===== config.mk =====
export PLATFORM = sky130hd
export DESIGN_NAME = xlate_unit
export DESIGN_NICKNAME = d
export VERILOG_FILES = /design/src/rtl/xlate_pkg.sv /design/src/rtl/xlate_tcache.sv /design/src/rtl/xlate_ctrl.sv /design/src/rtl/xlate_unit.sv
export SDC_FILE = /design/constraint.sdc
export NUM_CORES = 1
export LEC_CHECK = 0
export BUFFER_PORTS_ARGS = -buffer_cell sky130_fd_sc_hd__buf_4
export CORE_UTILIZATION = 40
export DETAILED_ROUTE_END_ITERATION = 8
export GPL_TIMING_DRIVEN = 0
export REMOVE_ABC_BUFFERS = 1
export SYNTH_ARGS = -nofsm -noshare
export SYNTH_HDL_FRONTEND = slang
export SYNTH_SLANG_ARGS = --single-unit
export TNS_END_PERCENT = 50

===== constraint.sdc =====
create_clock -name clk -period 7.2 [get_ports clk]
set_input_delay 1.44 -clock clk [delete_from_list [all_inputs] [get_ports clk]]
set_output_delay 1.44 -clock clk [all_outputs]
set_load 0.02 [all_outputs]

===== src/rtl/xlate_pkg.sv =====
package xlate_pkg;

  typedef enum logic {
    XS_IDLE = 1'b0,
    XS_WAIT = 1'b1
  } xs_state_e;

  // flag bit offsets above the frame field of a table entry
  localparam int FL_RES   = 0;
  localparam int FL_DTY   = 1;
  localparam int FL_REF   = 2;
  localparam int FL_COUNT = 3;

endpackage


===== src/rtl/xlate_tcache.sv =====
module xlate_tcache #(
  parameter int N_ENT = 4,
  parameter int VPN_W = 6,
  parameter int FRM_W = 5
) (
  input  logic             clk,
  input  logic             rst_n,
  input  logic [VPN_W-1:0] lk_vpn,
  input  logic             flush_i,
  input  logic             upd_en,
  input  logic             upd_wr,
  input  logic             ins_en,
  input  logic [VPN_W-1:0] ins_vpn,
  input  logic [FRM_W-1:0] ins_frm,
  input  logic             ins_dty,
  output logic             hit_o,
  output logic [FRM_W-1:0] hit_frm_o,
  output logic             hit_dty_o
);

  localparam int IDX_W = (N_ENT > 1) ? $clog2(N_ENT) : 1;

  logic [N_ENT-1:0] vld_q, vld_d;
  logic [N_ENT-1:0] dty_q, dty_d;
  logic [N_ENT-1:0] ref_q, ref_d;
  logic [N_ENT-1:0] hit_oh;
  logic [VPN_W-1:0] tag_q [N_ENT];
  logic [VPN_W-1:0] tag_d [N_ENT];
  logic [FRM_W-1:0] frm_q [N_ENT];
  logic [FRM_W-1:0] frm_d [N_ENT];
  logic [IDX_W-1:0] rr_q, rr_d;

  genvar gi;
  generate
    for (gi = 0; gi < N_ENT; gi++) begin : g_match
      assign hit_oh[gi] = vld_q[gi] && (tag_q[gi] == lk_vpn);
    end
  endgenerate

  assign hit_o = |hit_oh;

  always_comb begin
    hit_frm_o = '0;
    hit_dty_o = 1'b0;
    for (int e = 0; e < N_ENT; e++) begin
      if (hit_oh[e]) begin
        hit_frm_o = hit_frm_o | frm_q[e];
        hit_dty_o = hit_dty_o | dty_q[e];
      end
    end
  end

  always_comb begin
    vld_d = vld_q;
    dty_d = dty_q;
    ref_d = ref_q;
    rr_d  = rr_q;
    for (int e = 0; e < N_ENT; e++) begin
      tag_d[e] = tag_q[e];
      frm_d[e] = frm_q[e];
      if (flush_i) begin
        vld_d[e] = 1'b0;
      end else if (ins_en && (rr_q == IDX_W'(e))) begin
        vld_d[e] = 1'b1;
        tag_d[e] = ins_vpn;
        frm_d[e] = ins_frm;
        dty_d[e] = ins_dty;
        ref_d[e] = 1'b1;
      end else if (upd_en && hit_oh[e]) begin
        ref_d[e] = 1'b1;
        if (upd_wr) dty_d[e] = 1'b1;
      end
    end
    if (ins_en && !flush_i) begin
      rr_d = (rr_q == IDX_W'(N_ENT - 1)) ? '0 : rr_q + 1'b1;
    end
  end

  always_ff @(posedge clk or negedge rst_n) begin
    if (!rst_n) begin
      vld_q <= '0;
      dty_q <= '0;
      ref_q <= '0;
      rr_q  <= '0;
    end else begin
      vld_q <= vld_d;
      dty_q <= dty_d;
      ref_q <= ref_d;
      rr_q  <= rr_d;
    end
  end

  always_ff @(posedge clk) begin
    if (ins_en) begin
      for (int e = 0; e < N_ENT; e++) begin
        tag_q[e] <= tag_d[e];
        frm_q[e] <= frm_d[e];
      end
    end
  end

  // installs happen only on a miss, so two slots never match one page
  p_hit_unique_r5: assert property (@(posedge clk) disable iff (!rst_n)
    $onehot0(hit_oh));

  // a flush leaves no valid slot behind
  p_flush_clear_r8: assert property (@(posedge clk) disable iff (!rst_n)
    flush_i |=> (vld_q == '0));

  // a write hit leaves the dirty flag of the hit slot set
  p_write_dirty_r9: assert property (@(posedge clk) disable iff (!rst_n)
    (upd_en && upd_wr && hit_o && !flush_i) |=>
      ((dty_q & $past(hit_oh)) == $past(hit_oh)));

endmodule


===== src/rtl/xlate_ctrl.sv =====
module xlate_ctrl
  import xlate_pkg::*;
#(
  parameter int VPN_W = 6,
  parameter int OFF_W = 10,
  parameter int FRM_W = 5,
  parameter int MA_W  = 16,
  parameter int PTE_W = FRM_W + FL_COUNT
) (
  input  logic             clk,
  input  logic             rst_n,
  input  logic             req_valid_i,
  input  logic             req_write_i,
  input  logic [VPN_W-1:0] req_vpn_i,
  input  logic [OFF_W-1:0] req_off_i,
  input  logic [MA_W-1:0]  ptbr_i,
  input  logic             flush_i,
  input  logic             hit_i,
  input  logic [FRM_W-1:0] hit_frm_i,
  input  logic             hit_dty_i,
  input  logic             mem_rd_valid_i,
  input  logic [PTE_W-1:0] mem_rd_data_i,
  output logic             req_ready_o,
  output logic             upd_en_o,
  output logic             ins_en_o,
  output logic [VPN_W-1:0] ins_vpn_o,
  output logic [FRM_W-1:0] ins_frm_o,
  output logic             ins_dty_o,
  output logic             mem_rd_en_o,
  output logic [MA_W-1:0]  mem_rd_addr_o,
  output logic             rsp_valid_o,
  output logic [FRM_W+OFF_W-1:0] rsp_pa_o,
  output logic             rsp_fault_o,
  output logic             rsp_dirty_o
);

  localparam int PA_W = FRM_W + OFF_W;

  xs_state_e         state_q, state_d;
  logic [VPN_W-1:0]  pvpn_q, pvpn_d;
  logic [OFF_W-1:0]  poff_q, poff_d;
  logic              pwr_q, pwr_d;
  logic              keep_q, keep_d;
  logic              men_q, men_d;
  logic [MA_W-1:0]   maddr_q, maddr_d;
  logic              rv_q, rv_d;
  logic [PA_W-1:0]   rpa_q, rpa_d;
  logic              rf_q, rf_d;
  logic              rd_q, rd_d;
  logic              accept;
  logic              pte_res, pte_dty;

  assign req_ready_o = (state_q == XS_IDLE) && !flush_i;
  assign accept      = req_ready_o && req_valid_i;
  assign pte_res     = mem_rd_data_i[FRM_W + FL_RES];
  assign pte_dty     = mem_rd_data_i[FRM_W + FL_DTY];
  assign ins_vpn_o   = pvpn_q;
  assign ins_frm_o   = mem_rd_data_i[FRM_W-1:0];
  assign ins_dty_o   = pte_dty | pwr_q;

  always_comb begin
    state_d  = state_q;
    pvpn_d   = pvpn_q;
    poff_d   = poff_q;
    pwr_d    = pwr_q;
    keep_d   = keep_q;
    men_d    = 1'b0;
    maddr_d  = maddr_q;
    rv_d     = 1'b0;
    rpa_d    = rpa_q;
    rf_d     = 1'b0;
    rd_d     = 1'b0;
    upd_en_o = 1'b0;
    ins_en_o = 1'b0;
    unique case (state_q)
      XS_IDLE: begin
        if (accept) begin
          if (hit_i) begin
            upd_en_o = 1'b1;
            rv_d     = 1'b1;
            rpa_d    = {hit_frm_i, req_off_i};
            rd_d     = hit_dty_i | req_write_i;
          end else begin
            state_d = XS_WAIT;
            men_d   = 1'b1;
            maddr_d = ptbr_i + MA_W'(req_vpn_i);
            pvpn_d  = req_vpn_i;
            poff_d  = req_off_i;
            pwr_d   = req_write_i;
            keep_d  = 1'b1;
          end
        end
      end
      XS_WAIT: begin
        if (flush_i) keep_d = 1'b0;
        if (mem_rd_valid_i) begin
          state_d  = XS_IDLE;
          rv_d     = 1'b1;
          rf_d     = !pte_res;
          rpa_d    = pte_res ? {mem_rd_data_i[FRM_W-1:0], poff_q} : '0;
          rd_d     = pte_res && (pte_dty || pwr_q);
          ins_en_o = pte_res && keep_q && !flush_i;
        end
      end
      default: state_d = XS_IDLE;
    endcase
  end

  always_ff @(posedge clk or negedge rst_n) begin
    if (!rst_n) begin
      state_q <= XS_IDLE;
      keep_q  <= 1'b0;
      men_q   <= 1'b0;
      rv_q    <= 1'b0;
      rpa_q   <= '0;
      rf_q    <= 1'b0;
      rd_q    <= 1'b0;
    end else begin
      state_q <= state_d;
      keep_q  <= keep_d;
      men_q   <= men_d;
      rv_q    <= rv_d;
      rpa_q   <= rpa_d;
      rf_q    <= rf_d;
      rd_q    <= rd_d;
    end
  end

  always_ff @(posedge clk) begin
    if (accept) begin
      pvpn_q  <= pvpn_d;
      poff_q  <= poff_d;
      pwr_q   <= pwr_d;
      maddr_q <= maddr_d;
    end
  end

  assign mem_rd_en_o   = men_q;
  assign mem_rd_addr_o = maddr_q;
  assign rsp_valid_o   = rv_q;
  assign rsp_pa_o      = rpa_q;
  assign rsp_fault_o   = rf_q;
  assign rsp_dirty_o   = rd_q;

  // the table read strobe lasts a single cycle
  p_read_pulse_r3: assert property (@(posedge clk) disable iff (!rst_n)
    mem_rd_en_o |=> !mem_rd_en_o);

  // a miss is followed by a read of base plus page number
  p_miss_read_r3: assert property (@(posedge clk) disable iff (!rst_n)
    (accept && !hit_i) |=>
      (mem_rd_en_o && (mem_rd_addr_o == $past(ptbr_i) + MA_W'($past(req_vpn_i)))));

  // a hit answers on the next cycle with no table read
  p_hit_resp_r2: assert property (@(posedge clk) disable iff (!rst_n)
    (accept && hit_i) |=> (rsp_valid_o && !rsp_fault_o && !mem_rd_en_o));

  // a fault response carries no address
  p_fault_pa_r6: assert property (@(posedge clk) disable iff (!rst_n)
    rsp_fault_o |-> (rsp_valid_o && (rsp_pa_o == '0) && !rsp_dirty_o));

  // no new request is taken while a miss is outstanding
  p_busy_r10: assert property (@(posedge clk) disable iff (!rst_n)
    (state_q == XS_WAIT) |-> !req_ready_o);

endmodule


===== src/rtl/xlate_unit.sv =====
module xlate_unit #(
  parameter int VA_W  = 16,
  parameter int OFF_W = 10,
  parameter int PA_W  = 15,
  parameter int N_ENT = 4,
  parameter int MA_W  = 16
) (
  input  logic                    clk,
  input  logic                    rst_n,
  input  logic                    req_valid,
  output logic                    req_ready,
  input  logic [VA_W-1:0]         req_va,
  input  logic                    req_write,
  input  logic [MA_W-1:0]         ptbr,
  input  logic                    flush,
  output logic                    rsp_valid,
  output logic [PA_W-1:0]         rsp_pa,
  output logic                    rsp_fault,
  output logic                    rsp_dirty,
  output logic                    mem_rd_en,
  output logic [MA_W-1:0]         mem_rd_addr,
  input  logic                    mem_rd_valid,
  input  logic [PA_W-OFF_W+2:0]   mem_rd_data
);

  localparam int VPN_W = VA_W - OFF_W;
  localparam int FRM_W = PA_W - OFF_W;
  localparam int PTE_W = FRM_W + xlate_pkg::FL_COUNT;

  logic [VPN_W-1:0] vpn;
  logic [OFF_W-1:0] off;
  logic             hit, hit_dty, upd_en, ins_en, ins_dty;
  logic [FRM_W-1:0] hit_frm, ins_frm;
  logic [VPN_W-1:0] ins_vpn;

  assign vpn = req_va[VA_W-1:OFF_W];
  assign off = req_va[OFF_W-1:0];

  xlate_tcache #(
    .N_ENT(N_ENT), .VPN_W(VPN_W), .FRM_W(FRM_W)
  ) u_tcache (
    .clk      (clk),
    .rst_n    (rst_n),
    .lk_vpn   (vpn),
    .flush_i  (flush),
    .upd_en   (upd_en),
    .upd_wr   (req_write),
    .ins_en   (ins_en),
    .ins_vpn  (ins_vpn),
    .ins_frm  (ins_frm),
    .ins_dty  (ins_dty),
    .hit_o    (hit),
    .hit_frm_o(hit_frm),
    .hit_dty_o(hit_dty)
  );

  xlate_ctrl #(
    .VPN_W(VPN_W), .OFF_W(OFF_W), .FRM_W(FRM_W), .MA_W(MA_W), .PTE_W(PTE_W)
  ) u_ctrl (
    .clk           (clk),
    .rst_n         (rst_n),
    .req_valid_i   (req_valid),
    .req_write_i   (req_write),
    .req_vpn_i     (vpn),
    .req_off_i     (off),
    .ptbr_i        (ptbr),
    .flush_i       (flush),
    .hit_i         (hit),
    .hit_frm_i     (hit_frm),
    .hit_dty_i     (hit_dty),
    .mem_rd_valid_i(mem_rd_valid),
    .mem_rd_data_i (mem_rd_data),
    .req_ready_o   (req_ready),
    .upd_en_o      (upd_en),
    .ins_en_o      (ins_en),
    .ins_vpn_o     (ins_vpn),
    .ins_frm_o     (ins_frm),
    .ins_dty_o     (ins_dty),
    .mem_rd_en_o   (mem_rd_en),
    .mem_rd_addr_o (mem_rd_addr),
    .rsp_valid_o   (rsp_valid),
    .rsp_pa_o      (rsp_pa),
    .rsp_fault_o   (rsp_fault),
    .rsp_dirty_o   (rsp_dirty)
  );

endmodule


Yosys cells after proc, flatten, opt, wreduce, memory -nomap -nowiden
Memories as Yosys holds them, arrays and structs flattened.
Cells that the tools add are included.

cells by class
  add/sub/neg operators = 2
  $mul = 0
  div/mod/pow operators = 0
  magnitude comparators = 0
  equality and inequality tests = 12
  shift operators = 0
  mux-type cells = 71
  bitwise logic cells = 11
  reduce and logical (&&, ||, !) cells = 42

operators by type and width
  operator                                                                  number
  15-bit 2-to-1 mux                                                         4
  5-bit 2-to-1 mux                                                          12
  6-bit 2-to-1 mux                                                          8
  1-bit 2-to-1 mux                                                          41
  15-bit one-hot mux with 2 select lines                                    1
  6-bit == test                                                             4
  2-bit nonzero test                                                        12
  3-bit AND reduction                                                       7
  1-bit logical AND                                                         18
  16-bit by 6-bit adder with 16-bit output                                  1
  5-bit OR                                                                  3
  2-bit inequality test (second input constant)                             4
  1-bit one-hot mux with 2 select lines                                     4
  1-bit OR                                                                  5
  2-bit == test (second input constant)                                     2
  4-bit OR reduction                                                        1
  1-bit NOT                                                                 3
  2-bit by 1-bit adder with 2-bit output (second input constant)            1
  2-bit by 1-bit == test with 1-bit output (second input constant)          1
  1-bit zero test                                                           2
  2-bit zero test                                                           1
  2-bit 2-to-1 mux                                                          1
  2-bit by 1-bit inequality test with 1-bit output (second input constant)  1
  1-bit logical OR                                                          1

storage, ports and cells
  register bits after elaboration = 64
  latch bits = 0
  memory bits (writable) = 44
  bits in read-only memories = 0
  bits of input ports = 46
  logic and storage cells = 160
  memories kept = 2

memories
  name            depth  width  rd ports  clocked after memory_dff  write ports  RTL line            RTL
  u_tcache.tag_q  4      6      4         0                         4            xlate_tcache.sv:27  logic [VPN_W-1:0] tag_q [N_ENT];
  u_tcache.frm_q  4      5      4         0                         4            xlate_tcache.sv:29  logic [FRM_W-1:0] frm_q [N_ENT];

Longest topological paths before layout
  depth in word-level cells = 13
  gate-level depth with buffers = 9
  mapped depth without buffers = 9

Modules after synthesis
Synthesis repeated with hierarchy kept, for this count alone.

second synthesis, totals
  cells, all modules = 343
  area total of the unflattened synthesis = 4880.9 µm²

modules (own cells, without submodules)
  module        instances  cells each  area each (µm²)  sequential area each (µm²)
  xlate_ctrl    1          180         2543.7           1516.5
  xlate_tcache  1          163         2337.2           1571.5

Worst setup path after synthesis
No wires, ideal clock.

  kind = in2reg
  from = input req_va[11]
  to = register u_ctrl.pvpn_q[0] (netlist: u_ctrl.ins_vpn_o[0]) (enable)
  arrival = 3.129 ns
  required time = 6.812 ns
  slack = 3.682 ns
  cell stages on the path = 7
  cells stage by stage = buf_2 xnor2_1 nand4_1 nor4_4 nor4_4 nand3_1 inv_1

on the way
  word-level cells in the longest chain between the ends = 5

ends and longest elaborated chain
  element                          RTL line            RTL
  start: declaration               xlate_unit.sv:12    input logic [VA_W-1:0] req_va,
  6-bit == test                    xlate_tcache.sv:36  assign hit_oh[gi] = vld_q[gi] && (tag_q[gi] == lk_vpn);
  1-bit logical AND                xlate_tcache.sv:36
  4-bit OR reduction *             xlate_tcache.sv:40  assign hit_o = |hit_oh;
  1-bit NOT (no line) *            n/a
  3-bit AND reduction (no line) *  n/a
  end signal: assignment           xlate_ctrl.sv:131   pvpn_q <= pvpn_d;
  end: declaration                 xlate_ctrl.sv:40    logic [VPN_W-1:0] pvpn_q, pvpn_d;

Every way passes the cells marked *; elsewhere a longest branch is shown, timed or not.
A chain may end at the register's enable or synchronous reset.

Worst setup path in the final report
  from = input flush
  to = output req_ready

on the way
  word-level cells in the longest chain between the ends = 2

ends and longest elaborated chain
  element             RTL line          RTL
  start: declaration  xlate_unit.sv:15  input logic flush,
  1-bit zero test     xlate_ctrl.sv:53  assign req_ready_o = (state_q == XS_IDLE) && !flush_i;
  1-bit logical AND   xlate_ctrl.sv:53
  end: declaration    xlate_unit.sv:11  output logic req_ready,

No other way between the ends.

==> flow_summary.yaml <==
floorplan:
  start_util_pct: 41.5
  rows: 38
  core_sq_um: 11000
  num_io_pins: 82
  die_y_um: 109
  die-area_sq_um: 11800
  die_w_um: 109
hold_path:
  hold_end: "u_ctrl.keep_q"
  hp-class: "reg -> reg"
  min_from: "u_ctrl.keep_q"
  holdPathStages: 2
global_routing:
  grtUsageMet3_pct: 5.56
  grt_max_degree: 35
  grt_pass1_wl_um: 13700
  grt_pass1_vias: 2614
  met1_usage_pct: 20.4
  gr-usage-met2_pct: 25.3
  overflow: 0
  grtUsageTotal_pct: 15.7
  antenna_found_initial: 0
  grt-busiest-layer: "met2"
finish:
  nets: 451
  layout.cells.most_common: "buf_4"
  final_cell_mix: "buf_4 (80), edfxtp_1 (77), dfrtp_1 (31)"
  drive_gt1_share_pct: 25.6
  n_fill_cell: 939
  syn2layout_area_growth_pct: 22.4
  instances_no_fill: 539
  insertedDiodeCount: 0
  utilization_pct: 50.8
clocking:
  cts_tree: "yes"
  post_cts_buffers: 0
  cts_buffers: 9
  cts_max_level: 3
  clockBufferDepth: 2
  clk_latency_ns: 0.34
  root_buffer: "clkbuf_16"
  clkTransAtPathRegs_ns: 0.07
  cts_hold_buf: 0
  cts_resized: 0
  clock_sinks: 108
logic_synthesis:
  yosys.area_share.simple_pct: 7.33
  synth_top_family_by_area: "compound AO/OA/AOI/OAI gates"
  synth-seq-cells: 108
  synthDistinctLibCells: 37
  synth_area_sq_um: 4560
  ys_top_cells_by_area: "edfxtp_1 (51%), dfrtp_1 (17%), mux2_1 (3.7%), xor2_1 (3.7%), xnor2_1 (3.3%)"
  seq_area_frac_synth_pct: 67.8
  synth_cells: 309
  synth_ff_type: "edfxtp_1"
  yosysTopAreaCellShare_pct: 50.7
  synth_edf_count: 77
  synth_area_leader_cell: "edfxtp_1"
  synth_xor_xnor_area_share_pct: 6.92
  synth.area.mux_share_pct: 3.71
  synth_adder_area_share_pct: 3.19
  yosysWarnings: 0
  synth_area_per_cell_sq_um: 14.7
  async_flop_share_pct: 28.7
  synth_compound_area_share_pct: 8.76
power_and_ir_drop:
  leakagePower_nw: 2.19
  peakVddDrop_v: 0.000122
  power_density_nw_per_um2: 262
setup_path:
  reg2reg_depth: 6
  worstPathRequired_ns: 5.76
  r2r_start: "u_tcache.tag_q[0][2]"
  path_max_fanout: 7
  worst-endpoint-arrival_ns: 1.98
  worst_setup_path_end_kind: "primary output"
  r2r-end: "u_ctrl.rsp_pa_o[9]"
  path_class: "in -> out"
  r2r_slack_ns: 4.72
  start_kind: "primary input"
drt:
  wl_um: 8600
  vias_per_cell: 4.98
  wl_per_cell_um: 16.0
  num_vias: 2683
  drc: 0
  first_pass_iters: 4
  ant_nets: 0
  dr.first_iter.drc_count: 158
timing:
  finalCritPeriodShare_pct: 47.5
  tns_ns: 0
  setup_viol: 0
  slew_headroom_pct: 47.9
  final_hold_viol_count: 0
  rsz0062_at_grt: "no"
  min_period_ns: 3.42
  finalMaxSlewViolations: 0
  clock.fmax_ghz: 0.292
  worst_pin_slew_ns: 0.780
  finClkSkew_ns: 0.00910
placement:
  place.detailed.hpwl_um: 5890
  gp_congestion: 0.726
  dp.cells: 523
  io_buffers: 80
flow_run:
  maxCapViolCount: 0
status:
  run_status: "finished clean"
==> critical path: stages <==
cell,delay [ns]
buf_4,0.14
nor2_1,0.21
buf_4,0.19
==> report_power, final <==
group	leakage [nW]	internal, W	total (W)	switching (W)
clock network	0.130	0.000238	0.000461	0.000223
logic	0.965	0.000108	0.000240	0.000132
registers	1.10	0.000728	0.000759	0.0000307
total	2.19	0.00107	0.00146	0.000386
==> synthesized netlist by cell type (all sizes together) (2+ instances only) <==
master	number
a21boi	2
dfrtp	31
ha	10
a21o	2
nand2	22
nor2	15
mux2	15
inv	16
a22o	10
nand3	4
nand4	4
xnor2	17
o21ai	11
nor4	5
and3	2
xor2	19
edfxtp	77
a222oi	5
clkbuf	3
a21oi	11
a211oi	4
a31oi	6
buf	3
nor2b	2
clkinv	4
==> registers in the layout (all words and copies together), names as in the netlist <==
name	flops
u_ctrl.mem_rd_en_o	1
u_tcache.dty_q	4
u_ctrl.rsp_fault_o	1
u_tcache.vld_q	4
u_ctrl.state_q	1
u_ctrl.pwr_q	1
u_ctrl.mem_rd_addr_o	16
u_ctrl.keep_q	1
u_ctrl.rsp_valid_o	1
u_tcache.rr_q	2
u_ctrl.rsp_dirty_o	1
u_tcache.tag_q	24
u_ctrl.poff_q	10
u_ctrl.rsp_pa_o	15
u_tcache.frm_q	20
u_ctrl.ins_vpn_o	6
==> through the flow <==
| stage | setup slack (ns) | hold slack (ns) | power [W] | cell area (sq um) |
|---|---|---|---|---|
| 6_report | 3.78 | 0.478 | 0.00146 | 5580 |
| 5_1_grt | 3.67 | 0.506 | 0.00152 | 5580 |
| 4_1_cts | 3.78 | 0.478 | 0.00147 | 5580 |
| 3_5_place_dp | 3.48 | 0.459 | 0.00102 | 5300 |
| 3_3_place_gp | 3.07 | 0.454 | 0.00101 | 5300 |
| 2_1_floorplan | 3.82 | 0.438 | 0.000902 | 4530 |
==> worst max-delay path by stage <==
stage | start | end | slack [ns]
global placement | req_va[12] | u_ctrl.mem_rd_addr_o[4] | 3.07
floorplan | req_va[10] | u_ctrl.ins_vpn_o[0] | 3.82
global route | req_va[11] | u_ctrl.rsp_pa_o[9] | 3.67
finish | flush | req_ready | 3.78
detailed placement | req_va[10] | u_ctrl.mem_rd_addr_o[14] | 3.48
CTS | flush | req_ready | 3.78
==> logic make-up (layout without fill, tap and decap cells) <==
family	count (synthesis)	in the layout
buffers and inverters	26	116
AOI/OAI and AO/OA	56	56
muxes	15	15
DFF	108	108
and+or+nand+nor	57	57
xor gates and xnor gates	36	36
adders and majority gates	11	11
==> area by class of cell <==
cell class	instances	area [sq um]	share of cell area [%]
timing repair buffer	80	601	10.8
clock inverter	6	47.5	0.852
sequential	108	3090	55.4
clock buffer	10	229	4.10
tap	140	175	3.14
inverter	20	75.1	1.35
multi-input combinational	175	1360	24.4
==> layer usage <==
layer  part of all wire (%)  up-vias  wire length [um]
li1                       -     1300                 -
met1                     45     1307              3900
met2                     47       74              4030
met3                    7.2        2               623
met4                   0.59        0                51
met5                      0        -                 0
Power figures use the tool's default switching activity.
